[src/rtl/stbw_pkg.sv]
package stbw_pkg;

    typedef enum logic [1:0] {
        ST_ACTIVE  = 2'd0,
        ST_STANDBY = 2'd1,
        ST_QUALIFY = 2'd2,
        ST_WAKE    = 2'd3
    } stbw_state_e;

    localparam logic [1:0] LPM_CODE_STANDBY = 2'b01;

endpackage

[src/rtl/stbw_src_merge.sv]
module stbw_src_merge #(
    parameter int GPIO_W = 64
) (
    input  logic              ipc_flag0_int,
    input  logic              nmi_remote,
    input  logic              wd_int,
    input  logic              wd_wake_en,
    input  logic [GPIO_W-1:0] gpio_n,
    input  logic [GPIO_W-1:0] gpio_wake_sel,
    output logic              direct_wake,
    output logic              gpio_low
);
    logic [GPIO_W-1:0] pin_hit;

    // Per-pin qualifier: an enabled input that is driven low
    for (genvar g = 0; g < GPIO_W; g++) begin : g_pin
        assign pin_hit[g] = gpio_wake_sel[g] & ~gpio_n[g];
    end

    assign gpio_low    = |pin_hit;
    assign direct_wake = ipc_flag0_int | nmi_remote | (wd_int & wd_wake_en);
endmodule

[src/rtl/stbw_qual_cnt.sv]
module stbw_qual_cnt #(
    parameter int QUAL_W = 8
) (
    input  logic              clk,
    input  logic              rst_n,
    input  logic              run,
    input  logic              low,
    input  logic [QUAL_W-1:0] qual_len,
    output logic              done
);
    logic [QUAL_W-1:0] cnt_q;

    // Counts consecutive low samples while qualifying; any gap clears it
    always_ff @(posedge clk or negedge rst_n) begin
        if (!rst_n) begin
            cnt_q <= '0;
        end else if (!run || !low) begin
            cnt_q <= '0;
        end else if (cnt_q != qual_len) begin
            cnt_q <= cnt_q + 1'b1;
        end
    end

    assign done = run && low && (cnt_q == qual_len);
endmodule

[src/rtl/stbw_restart_cnt.sv]
module stbw_restart_cnt #(
    parameter int RESTART_CYC = 2
) (
    input  logic clk,
    input  logic rst_n,
    input  logic run,
    output logic done
);
    localparam int DW = $clog2(RESTART_CYC + 1);
    localparam logic [DW-1:0] LAST = DW'(RESTART_CYC);

    logic [DW-1:0] dly_q;

    always_ff @(posedge clk or negedge rst_n) begin
        if (!rst_n) begin
            dly_q <= '0;
        end else if (!run) begin
            dly_q <= '0;
        end else if (dly_q != LAST) begin
            dly_q <= dly_q + 1'b1;
        end
    end

    assign done = run && (dly_q == LAST);
endmodule

[src/rtl/standby_wake_ctrl.sv]
module standby_wake_ctrl
    import stbw_pkg::*;
#(
    parameter int GPIO_W      = 64,
    parameter int QUAL_W      = 8,
    parameter int RESTART_CYC = 2
) (
    input  logic              clk,
    input  logic              rst_n,
    input  logic [1:0]        lpm_sel,
    input  logic              idle_req,
    input  logic              ipc_flag0_int,
    input  logic              nmi_remote,
    input  logic              wd_int,
    input  logic              wd_wake_en,
    input  logic [GPIO_W-1:0] gpio_n,
    input  logic [GPIO_W-1:0] gpio_wake_sel,
    input  logic [QUAL_W-1:0] qual_len,
    input  logic              sw_reset_req,
    output logic              cpu_clk_en,
    output logic              periph_clk_en,
    output logic              wd_clk_en,
    output logic              wake_int,
    output logic              cpu_sw_rst
);
    stbw_state_e state, state_nxt;
    logic direct_wake, gpio_low, qual_done, restart_done;

    stbw_src_merge #(.GPIO_W(GPIO_W)) u_merge (
        .ipc_flag0_int (ipc_flag0_int),
        .nmi_remote    (nmi_remote),
        .wd_int        (wd_int),
        .wd_wake_en    (wd_wake_en),
        .gpio_n        (gpio_n),
        .gpio_wake_sel (gpio_wake_sel),
        .direct_wake   (direct_wake),
        .gpio_low      (gpio_low)
    );

    stbw_qual_cnt #(.QUAL_W(QUAL_W)) u_qual (
        .clk      (clk),
        .rst_n    (rst_n),
        .run      (state == ST_QUALIFY),
        .low      (gpio_low),
        .qual_len (qual_len),
        .done     (qual_done)
    );

    stbw_restart_cnt #(.RESTART_CYC(RESTART_CYC)) u_restart (
        .clk   (clk),
        .rst_n (rst_n),
        .run   (state == ST_WAKE),
        .done  (restart_done)
    );

    // State register
    always_ff @(posedge clk or negedge rst_n) begin
        if (!rst_n) state <= ST_ACTIVE;
        else        state <= state_nxt;
    end

    // Next-state logic
    always_comb begin
        state_nxt = state;
        unique case (state)
            ST_ACTIVE: begin
                if (idle_req && lpm_sel == LPM_CODE_STANDBY) state_nxt = ST_STANDBY;
            end
            ST_STANDBY: begin
                if (direct_wake)   state_nxt = ST_WAKE;
                else if (gpio_low) state_nxt = ST_QUALIFY;
            end
            ST_QUALIFY: begin
                if (direct_wake)    state_nxt = ST_WAKE;
                else if (!gpio_low) state_nxt = ST_STANDBY;
                else if (qual_done) state_nxt = ST_WAKE;
            end
            ST_WAKE: begin
                if (restart_done) state_nxt = ST_ACTIVE;
            end
            default: state_nxt = ST_ACTIVE;
        endcase
    end

    // Output decode
    always_comb begin
        cpu_clk_en    = 1'b0;
        periph_clk_en = 1'b0;
        wake_int      = 1'b0;
        cpu_sw_rst    = 1'b0;
        unique case (state)
            ST_ACTIVE: begin
                cpu_clk_en    = 1'b1;
                periph_clk_en = 1'b1;
                cpu_sw_rst    = sw_reset_req;
            end
            ST_STANDBY, ST_QUALIFY: ;
            ST_WAKE: begin
                cpu_clk_en    = restart_done;
                periph_clk_en = restart_done;
                wake_int      = restart_done;
            end
            default: ;
        endcase
    end

    assign wd_clk_en = 1'b1;
endmodule

[config.mk]
export PLATFORM = sky130hd
export DESIGN_NAME = standby_wake_ctrl
export DESIGN_NICKNAME = d
export VERILOG_FILES = /design/src/rtl/stbw_pkg.sv /design/src/rtl/stbw_src_merge.sv /design/src/rtl/stbw_qual_cnt.sv /design/src/rtl/stbw_restart_cnt.sv /design/src/rtl/standby_wake_ctrl.sv
export SDC_FILE = /design/constraint.sdc
export NUM_CORES = 1
export LEC_CHECK = 0
export BUFFER_PORTS_ARGS = -buffer_cell sky130_fd_sc_hd__buf_2
export CORE_MARGIN = 2
export CORE_UTILIZATION = 39
export DETAILED_ROUTE_END_ITERATION = 6
export GPL_ROUTABILITY_DRIVEN = 0
export PLACE_DENSITY = 0.9
export SYNTH_ARGS = -nofsm -noshare
export SYNTH_HDL_FRONTEND = slang
export SYNTH_HIERARCHICAL = 1
export SYNTH_SLANG_ARGS = --single-unit
[constraint.sdc]
create_clock -name clk -period 3.1 [get_ports clk]
set_input_delay 0.62 -clock clk [delete_from_list [all_inputs] [get_ports clk]]
set_output_delay 0.62 -clock clk [all_outputs]
set_load 0.1 [all_outputs]
# Yosys cells after proc, flatten, opt, wreduce, memory -nomap -nowiden
# Index checks and enable logic that the tools add are counted.
word_totals:
  elab_cells: 175
  in_bits: 146
  output_inout_bits: 5
  ff_bits: 12
op_classes:
  muxes: 15
  n_reduce_logical: 11
  addsub: 2
  bitwise_logic: 131
  eq_ne: 13
op_table:
  columns: ["op", "n"]
  rows:
  - ["bitwise AND 1 bit", 65]
  - ["inverter 1 bit", 64]
  - ["OR reduction 64 bit", 1]
  - ["2-to-1 mux 2 bit", 9]
  - ["2-to-1 mux 8 bit", 2]
  - ["adder 8 x 1 -> 8 bit, second input constant", 1]
  - ["equality test 8 bit", 1]
  - ["!= test 2 bit, second input constant", 4]
  - ["!= test 8 bit", 1]
  - ["case mux 2 bit (4 select lines)", 1]
  - ["equality test 2 bit, second input constant", 3]
  - ["equality test 2 x 1 -> 1 bit, second input constant", 2]
  - ["logical AND 1 bit", 4]
  - ["!= test 4 bit, second input constant", 1]
  - ["AND reduction 4 bit", 1]
  - ["!= test 3 bit, second input constant", 1]
  - ["adder 2 x 1 -> 2 bit, second input constant", 1]
  - ["logical NOT 1 bit", 2]
  - ["logical NOT 2 bit", 1]
  - ["2-to-1 mux 1 bit", 2]
  - ["bitwise OR 1 bit", 2]
  - ["case mux 1 bit (2 select lines)", 1]
  - ["nonzero test 2 bit", 1]
  - ["logical OR 1 bit", 1]

# Logic depth before layout (Yosys ltp)
# Gate-level depths: netlist of the first run.
logic_depth:
  ltp_word: 9
  ltp_mapped: 10
  ltp_nobuf: 10

# Modules after synthesis
# Netlist of the first run, hierarchy kept.
modules_own_cells:
  columns: ["mod", "cells_each", "n_inst", "area_each_um2", "seq_area_each_um2"]
  rows:
  - ["stbw_qual_cnt", 64, 1, 573.0, 200.2]
  - ["stbw_src_merge", 86, 1, 540.5, 0.0]
  - ["standby_wake_ctrl", 29, 1, 256.5, 50.0]
  - ["stbw_restart_cnt", 10, 1, 110.1, 50.0]

# Least setup slack after synthesis of the first run
# No wires, ideal clock.
synth_timing:
  path_kind: "reg-to-output"
  startpoint: "register state[1]"
  endpoint: "output port periph_clk_en"
  slack_ns: -0.950
  n_path_buf: 1
  path_stages_with_launch: 7
  required_time_ns: 2.480
  arrival_ns: 3.430
  path_cell_list: "dfrtp_1 ha_1 and2_2 and2_1 nor2_1 nor2_1 buf_4"
synth_via:
  elab_chain_len: 3
  elab_cells_between_ends: 4
  classes_between: "eq/ne: 1; mux: 1; reduce/logical: 2"
synth_rtl:
  columns: ["element", "line", "rtl"]
  rows:
  - ["start, declared", "standby_wake_ctrl.sv:26", "stbw_state_e state, state_nxt;"]
  - ["start signal, assigned", "standby_wake_ctrl.sv:59", "else state <= state_nxt;"]
  - ["equality test 2 bit", "standby_wake_ctrl.sv:52", ".run (state == ST_WAKE),"]
  - ["logical AND 1 bit", "stbw_restart_cnt.sv:24", "assign done = run && (dly_q == LAST);"]
  - ["via restart_done", "standby_wake_ctrl.sv:27", "logic direct_wake, gpio_low, qual_done, restart_done;"]
  - ["case mux 1 bit (2 select lines)", null, null]
  - ["end, declared", "standby_wake_ctrl.sv:21", "output logic periph_clk_en,"]
# The timed path passes the listed nets, and every way through them passes these cells.

# Final worst setup path of the first run
layout_timing:
  startpoint: "input port gpio_n[49]"
  endpoint: "register state[1]"
layout_via:
  elab_chain_len: 7
  elab_cells_between_ends: 11
  classes_between: "eq/ne: 2; mux: 3; bitwise: 2; reduce/logical: 4"
layout_rtl:
  columns: ["element", "line", "rtl"]
  rows:
  - ["start, declared", "standby_wake_ctrl.sv:16", "input logic [GPIO_W-1:0] gpio_n,"]
  - ["inverter 1 bit", "stbw_src_merge.sv:17", "assign pin_hit[g] = gpio_wake_sel[g] & ~gpio_n[g];"]
  - ["bitwise AND 1 bit", "stbw_src_merge.sv:17", null]
  - ["OR reduction 64 bit", "stbw_src_merge.sv:20", "assign gpio_low = |pin_hit;"]
  - ["via gpio_low", "standby_wake_ctrl.sv:27", null]
  - ["logical AND 1 bit (2 in series)", "stbw_qual_cnt.sv:24", "assign done = run && low && (cnt_q == qual_len);"]
  - ["via qual_done", "standby_wake_ctrl.sv:27", null]
  - ["!= test 4 bit (no source line)", null, null]
  - ["AND reduction 4 bit (no source line)", null, null]
# The timed path passes the listed nets, and every way through them passes these cells.
# A chain may end at the register's enable or synchronous reset.

==> results by group, run 1 <==
Synth
  • Sequential area share after synthesis: 20.3%
  • Top FF cell, synth: dfrtp_1
  • Number of flops mapped to enable cells by yosys: 0
  • Mapped Cells: 189
  • Synthesized Nets: about 340
  • Cell Area, Synth: 1480 um2
  • FF+latch count, synth: 12
  • Yosys warns: 6
  • Yosys top cell area share: between 20% and 30%
  • Yosys cell types: 38
  • Cell taking the most area after synthesis: nand2b_1
  • Top post-synthesis cells by area: nand2b_1, dfrtp_1, o2111ai_1
  • Post-Syn Area per Cell: between 7 and 8 um2
  • Async SR Flop Fraction: 100%

Layout
  • Layout cells sized above 1: 47.9%
  • Area of the multi-input gates: 1080 um2
  • P&R area growth vs syn: 55.5%
  • Commonest non-fill, non-tap cells in the layout: buf_2, nand2b_1, inv_1, o2111ai_1, dfrtp_1
  • Most common cell after layout, fill and taps aside: buf_2
  • Final #Nets: 491
  • Number of fill cells in the layout: 354
  • Reg area: 300 um2
  • # diodes: 0

CTS
  • Setup Buffers After CTS: 0
  • Post-CTS Hold Fix Bufs: 0
  • CTS tree: built
  • Clock-pin slew on the worst setup and hold paths: around 50 ps
  • Total CTS buffers: 3
  • # resized after CTS: 0
  • H-tree depth: 1
  • Clk sinks: 12
  • Longest Clk Path Bufs: 2
  • Skew-Pair Late Insertion Delay: around 230 ps
  • Root Buffer: clkbuf_8

Timing
  • Final period utilization: 83.4%
  • Post-Route Setup TNS: 0 ps
  • Crit path time final: 2590 ps
  • Final worst clock skew: 0.283 ps
  • Count of pins over their slew limit: 0
  • RSZ-0062 raised after global routing: false
  • Final Hold Viols: 0
  • Final setup viols: 0
  • Fmax: 0.387 GHz
  • Setup WS post-layout: 515 ps
  • WHS: 263 ps

Drt
  • Post-DR vias/cell: 5.02
  • Vias: ~1900
  • First-pass DRT Iterations: 4
  • DRT Wirelength: 5.51 mm
  • # DRC: 0
  • Post-route ant nets: 0
  • WL per Instance: between 10 and 15 um
  • Starting DRT DRC Count: 120

Worst setup path
  • Max FO, Critical Path: 7
  • Reg2Reg Setup Slack: 1100 ps
  • Startpoint types: primary input
  • R2R depth: 8
  • CP max-delay cell: nor4_1
  • Worst setup EP type: flop
  • Crit path arrival time: 2700 ps
  • CP cell instances: buf_2 -> nand2b_1 -> o2111ai_1 -> nor4_1 -> nand4_1 -> nand2_1 -> nor3_1 -> nor4bb_1 -> a221oi_2 -> nand2_2 -> mux2_4
  • WS Path Type: in2reg
  • CP peak stage delay: 370 ps
  • FF-to-FF Start: state[0]
  • WP data required: 3220 ps
  • Worst reg2reg path endpoint: state[1]

Floorplan
  • Starting density of the core: 40.4%
  • Row count: 22
  • I/O pins: 151
  • Die W: 65.6 um
  • Core Box Area: 3660 um2
  • Die height: 65.6 um
  • Die area: 4300 um2

Global routing
  • First-pass GRT wire length: 8.80 mm
  • Total GRT Usage: a little over a quarter
  • Overflow after GRT: 0
  • Largest net degree at the start of global routing: 13
  • Antenna violations before repair: 0
  • Vias in the first global route: 1995

Power and ir drop
  • Lkg Pwr: 1.21 nW
  • Total power: about 0.98 mW
  • Peak VDD IR: 0.000268 V
  • PD cells: between 400 and 500 nW/um2

Placement
  • Port Buf Inserts: 149
  • DP Wirelength: roughly 4.9 mm
  • Pre-CTS setup slack: about 240 ps

Status
  • Status: finished clean

Worst hold path
  • HP Class: in2async

Flow run
  • Max-Cap Viols: 0
[worst max-delay path by stage]
stage                    start       endpoint  slack [ps]  cells past startpoint
global placement    gpio_n[49]       state[1]         310                     11
finish              gpio_n[49]       state[1]         510                     11
CTS                 gpio_n[49]       state[1]         490                     11
floorplan             state[1]  periph_clk_en         170                      6
detailed placement  gpio_n[49]       state[1]         240                     11
global route        gpio_n[19]       state[1]         300                     11
[where the power goes]
group          internal, mW  switching [mW]
logic                 0.241           0.370
clock network        0.0851          0.0506
registers             0.189          0.0426
total                 0.515           0.464
[cell usage after synthesis (2+ instances only)]
master and instances:
ha_1 7, xnor2_1 9, and2_1 4, inv_1 20
o21ai_1 2, and4_1 2, o2111ai_1 16, mux2i_1 3
nor2_1 3, a2111o_1 4, buf_4 2, nand3_1 4
nor3_1 3, o21ai_0 5, dfrtp_1 12, nor4_1 4
a21oi_1 6, nand4_1 4, nand2b_1 50, nand2_1 11
[routing by layer]
layer | track usage [%] | vias to the layer above | share of wire [%]
met2 | 48.3 | 96 | 52
met3 | 5.31 | 12 | 7.6
met1 | 30.4 | 856 | 38
met5 | 0 | - | 0
li1 | - | 962 | -
met4 | 8.85 | 0 | 2.2
[cell type report]
| cell class | instances | area share, % |
|---|---|---|
| clock buffers | 3 | 1.79 |
| flip-flops and latches | 12 | 13.1 |
| inverters | 20 | 3.26 |
| repair buffers | 149 | 32.4 |
| multi-input cells | 152 | 46.9 |
| well taps | 48 | 2.61 |
[cells by family after synthesis]
group	after synthesis	share of synthesized area [%]
other	1	0.253
muxes	4	3.04
adders and majority gates	7	5.92
xor gates and xnor gates	9	5.33
buffers and inverters	25	7.44
and+or+nand+nor	92	37.0
DFF	12	20.3
AOI/OAI and AO/OA	39	20.7
[stage by stage]
stage                     util, %  cell area [um2]  cells
final                        62.9             2300    384
after global placement       61.7             2260    381
after CTS                    62.9             2300    384
after floorplan                 -             1490    189
after detailed placement     61.7             2260    381
after global routing         62.9             2300    384
[flip-flops by register name, summed over array words and instances (netlist names)]
register	flops
u_restart/dly_q	2
u_qual/cnt_q	8
state	2
[critical path: cells and delay by family]
kind                   cells  cell delay (ps)
AOI/OAI and AO/OA          2              210
muxes                      1              300
and+or+nand+nor            7             1490
buffers and inverters      1               70
No activity file was read; power rests on OpenSTA's default activity.
==> inputs of run 2 (changes only) <==
Settings changed: CORE_UTILIZATION 39 to 36, PLACE_DENSITY 0.9 to 0.84.
Clock period 3.1 ns to 2.5 ns, I/O delays scaled along.
==> run 2 against run 1 <==
  * Via count shrank 1.6%
  * Clock power grew 28%
  * Worst setup slack lost 360 ps
  * Final cell count grew 1.3%
  * Non-clock buffer count grew 3
  * Highest routed layer unchanged
==> results by group, run 2 (synthesis results as in run 1) <==
Status
  • Status: finished clean

Worst setup path
  • Crit path arrival time: roughly 1900 ps
  • WP data required: 2000 ps
  • Worst setup EP type: output port
  • R2R depth: 7
  • Max FO, Critical Path: 7
  • Startpoint types: flop
  • WS Path Type: reg2out

CTS
  • Clk sinks: 12
  • Longest Clk Path Bufs: 2
  • H-tree depth: 1
  • Skew-Pair Late Insertion Delay: roughly 240 ps
  • # resized after CTS: 0
  • CTS tree: built
  • Total CTS buffers: 3
  • Clock-pin slew on the worst setup and hold paths: ~50 ps
  • Root Buffer: clkbuf_8
  • Setup Buffers After CTS: 0
  • Post-CTS Hold Fix Bufs: 0

Layout
  • Layout cells sized above 1: 49.0%
  • P&R area growth vs syn: 57.6%
  • Top reg by flops: u_qual/cnt_q
  • Max reg flops: 8
  • Top Registers: u_qual/cnt_q: 8 flops, state: 2 flops, u_restart/dly_q: 2 flops
  • Commonest non-fill, non-tap cells in the layout: buf_2, nand2b_1, inv_1, o2111ai_1, dfrtp_1
  • # diodes: 0
  • Most common cell after layout, fill and taps aside: buf_2
  • Final #Nets: 494

Timing
  • Final worst clock skew: 5.54 ps
  • Final Hold Viols: 0
  • Final setup viols: 0
  • WHS: 129 ps
  • Count of pins over their slew limit: 0
  • RSZ-0062 raised after global routing: false
  • Crit path time final: 2350 ps
  • Final period utilization: 93.8%
  • Setup WS post-layout: 154 ps
  • Fmax: 0.426 GHz

Flow run
  • Max-Cap Viols: 0

Drt
  • Post-DR vias/cell: roughly 4.9
  • Vias: 1896
  • Post-route ant nets: 0
  • DRT Wirelength: between 5 and 6 mm
  • WL per Instance: roughly 14 um
  • First-pass DRT Iterations: 4
  • # DRC: 0
  • Starting DRT DRC Count: 103

Global routing
  • Vias in the first global route: ~1900
  • Antenna violations before repair: 0
  • Total GRT Usage: 24.1%
  • First-pass GRT wire length: approximately 8.3 mm
  • Overflow after GRT: 0
  • Largest net degree at the start of global routing: 13

Power and ir drop
  • PD cells: 535 nW/um2
  • Lkg Pwr: between 1 and 1.5 nW
  • Total power: 1.25 mW
  • Peak VDD IR: 0.000309 V

Placement
  • Port Buf Inserts: around 150
  • Pre-CTS setup slack: -9.16 ps
  • DP Wirelength: 5.04 mm

Floorplan
  • Die height: 68.1 um
  • Starting density of the core: 37.3%
  • Die area: 4640 um2
  • Die W: around 68 um
  • Row count: 23
  • I/O pins: approximately 150
  • Core Box Area: 3970 um2

Worst hold path
  • HP Class: in2async
==> run 2: layout make-up <==
class                   count  area, um2
fillers                   376       1640
multi-input cells         152       1080
repair buffers            152        768
flip-flops and latches     12        300
inverters                  20       75.1
well taps                  50       62.6
clock buffers               3       41.3
==> run 2: stage by stage <==
step                util [%]  cell area (um2)  setup TNS [ps]  cells
finish                  58.7             2330               0    389
global route            58.7             2330               0    389
CTS                     58.7             2330               0    389
detailed placement      57.7             2290           -9.16    386
global placement        57.7             2290               0    386
floorplan                  -             1510               0    189
==> run 2: worst paths after layout <==
kind | slack (ps) | startpoint | end
setup / recovery | 150 | state[1] | cpu_clk_en
hold / removal | 130 | rst_n | u_qual/cnt_q[6]
setup reg to reg | 600 | u_qual/cnt_q[0] | state[1]
hold reg to reg | 540 | u_restart/dly_q[1] | u_restart/dly_q[1]
max in group asynchronous | 2150 | rst_n | u_qual/cnt_q[0]
min in group clk | 540 | u_restart/dly_q[1] | u_restart/dly_q[1]
==> run 2: worst max-delay path: stages, from the launching register on <==
cell and delay (ps):
dfrtp_1 470, ha_2 260, and2_2 160, and2_4 140, nor2_2 40, nor2_4 100, buf_2 420
==> run 2: metal layers <==
metal	share of wire (%)	global-route usage, %	wire, um
met3	5.7	4.44	312
met5	0	0	0
met1	40	27.2	2190
met2	53	45.0	2930
met4	1.2	7.50	64
==> run 2: report_power, final <==
group	internal [mW]	total (mW)	switching, mW
registers	0.234	0.287	0.0526
clock network	0.106	0.174	0.0678
logic	0.324	0.787	0.463
==> inputs of run 3 (changes only) <==
Settings changed: PLACE_DENSITY 0.84 to not set, PLACE_DENSITY_LB_ADDON set to 0.1.
Clock period 2.5 ns to 2.2 ns, I/O delays scaled along.
==> run 3 against run 2 <==
  * Core utilization rose by 3.8 points
  * Critical path depth unchanged
  * Sequential cell count unchanged
  * Hold slack got worse by 52 ps
  * First-iteration DRC count increased by 30%
==> results by group, run 3 (synthesis results as in run 1) <==
CTS
  • Root Buffer: clkbuf_8
  • Clk sinks: 12
  • Setup Buffers After CTS: 0
  • Skew-Pair Late Insertion Delay: 230 ps
  • Clock-pin slew on the worst setup and hold paths: 50 ps
  • CTS tree: built
  • Longest Clk Path Bufs: 2
  • Total CTS buffers: 3
  • H-tree depth: 1

Floorplan
  • Die W: 68.1 um
  • Die area: 4640 um2
  • Core Box Area: around 4000 um2
  • Starting density of the core: 37.3%
  • Row count: 23
  • Die height: 68.1 um
  • I/O pins: 151

Timing
  • Count of pins over their slew limit: 0
  • Final worst clock skew: ~0.51 ps
  • Post-Route Setup TNS: 0 ps
  • Crit path time final: 2120 ps
  • RSZ-0062 raised after global routing: true
  • Final setup viols: 0
  • Final period utilization: 96.5%
  • Final Hold Viols: 0
  • WHS: 76.7 ps
  • Setup WS post-layout: 77.5 ps
  • Fmax: 0.471 GHz

Drt
  • # DRC: 0
  • Vias: 1853
  • First-pass DRT Iterations: 4
  • DRT Wirelength: 4.81 mm
  • WL per Instance: around 12 um
  • Starting DRT DRC Count: 134
  • Post-DR vias/cell: 4.74
  • Post-route ant nets: 0

Layout
  • P&R area growth vs syn: 67.7%
  • Top reg by flops: u_qual/cnt_q
  • Final Instance Area: 2480 um2
  • Commonest non-fill, non-tap cells in the layout: buf_2, nand2b_1, inv_1, o2111ai_1, dfrtp_1
  • Layout cells sized above 1: 51.6%
  • # diodes: 0
  • Final #Nets: 495
  • Max reg flops: 8
  • Non-filler cells in the finished layout: around 390
  • Top Registers: u_qual/cnt_q: 8 flops, state: 2 flops, u_restart/dly_q: 2 flops
  • Most common cell after layout, fill and taps aside: buf_2

Worst setup path
  • R2R depth: 7
  • Worst path top cell family by delay: simple AND/OR/NAND/NOR gates
  • Critical path buffers and inverters: 1
  • Worst reg2reg path endpoint: state[1]
  • FF-to-FF Start: u_qual/cnt_q[2]
  • Startpoint types: flop
  • Reg2Reg Setup Slack: 300 ps
  • WP data required: 1760 ps
  • Crit path arrival time: 1680 ps
  • CP cell instances: ha_2 -> and2_4 -> and2_4 -> nor2_4 -> nor2_4 -> buf_12
  • Worst setup EP type: output port
  • CP peak stage delay: about 470 ps
  • CP max-delay cell: dfrtp_1
  • WS Path Type: reg2out
  • Max FO, Critical Path: 7

Global routing
  • Overflow after GRT: 0
  • First-pass GRT wire length: between 7 and 8 mm
  • Largest net degree at the start of global routing: 13
  • Vias in the first global route: 1791
  • Total GRT Usage: 20.7%
  • Antenna violations before repair: 0

Power and ir drop
  • Peak VDD IR: roughly 0.00024 V
  • PD cells: 625 nW/um2
  • Lkg Pwr: 1.28 nW

Placement
  • DP Area: around 2300 um2
  • Placed cells: 387
  • Port Buf Inserts: roughly 150
  • Pre-CTS setup slack: -176 ps
  • DP Wirelength: 4.32 mm

Worst hold path
  • HP Class: in2async

Flow run
  • Max-Cap Viols: 0

Status
  • Status: finished clean
run 3: changes by cell type in the layout (fill, tap and decap cells not counted), moves of 2 or more:
| cell | before | now |
|---|---|---|
| buf_12 | 0 | 3 |
| buf_2 | 149 | 141 |
| buf_6 | 0 | 5 |
| nand2b_1 | 50 | 47 |
| nand2b_4 | 0 | 3 |
| nor4_1 | 4 | 2 |
| nor4_2 | 0 | 2 |
run 3: layout make-up:
| cell class | count | area, um2 |
|---|---|---|
| Fill cell | 384 | 1490 |
| Multi-Input combinational cell | 152 | 1140 |
| Timing Repair Buffer | 153 | 852 |
| Sequential cell | 12 | 300 |
| Inverter | 20 | 75.1 |
| Tap cell | 50 | 62.6 |
| Clock buffer | 4 | 55.1 |
run 3: per-layer routing:
metal  part of all wire, %  routed length (um)  vias up  GRT usage (%)
met5                     0                   0        -              0
met4                   2.6                 124        0           9.25
met3                   6.1                 294       10           4.11
met2                    52                2520       68           36.8
met1                    39                1870      805           23.7
li1                      -                   -      970              -
run 3: how the worst max path moves through the flow:
stage                            startpoint  cells after the start             to  slack, ps
after detailed placement         gpio_n[21]                     12       state[1]       -180
after global routing             gpio_n[55]                     12       state[1]        -60
after floorplan                    state[1]                      6  periph_clk_en       -210
after CTS                          state[1]                      6  periph_clk_en         60
final                              state[1]                      6  periph_clk_en         80
after global placement    gpio_wake_sel[21]                     12       state[1]       -180
run 3: worst reg2reg max path, cell delays in order, from the launching register on:
cell,delay [ps]
dfrtp_1,440
xnor2_1,230
nand4_1,240
nor3_2,230
nor4bb_1,80
a221oi_2,190
nand2_2,90
mux2_4,300
run 3: power breakdown:
part	leakage (nW)	internal, mW	switching, mW
clock	0.0288	0.158	0.0798
sequential	0.162	0.266	0.0602
combinational	1.09	0.452	0.535
total	1.28	0.876	0.675
run 3: stage by stage:
| step | power [mW] | util (%) |
|---|---|---|
| finish | 1.55 | 62.5 |
| global placement | 1.29 | 59.2 |
| floorplan | 1.01 | - |
| global route | 1.66 | 62.5 |
| CTS | 1.54 | 60.6 |
| detailed placement | 1.30 | 59.2 |
run 3: repair_timing:
| item | 4_1_cts | 5_1_grt |
|---|---|---|
| hold endpoints to repair | 0 | 0 |
| gates resized for setup | 0 | 13 |
| endpoints found under the setup margin | 0 | 4 |
| hold buffers | 0 | 0 |
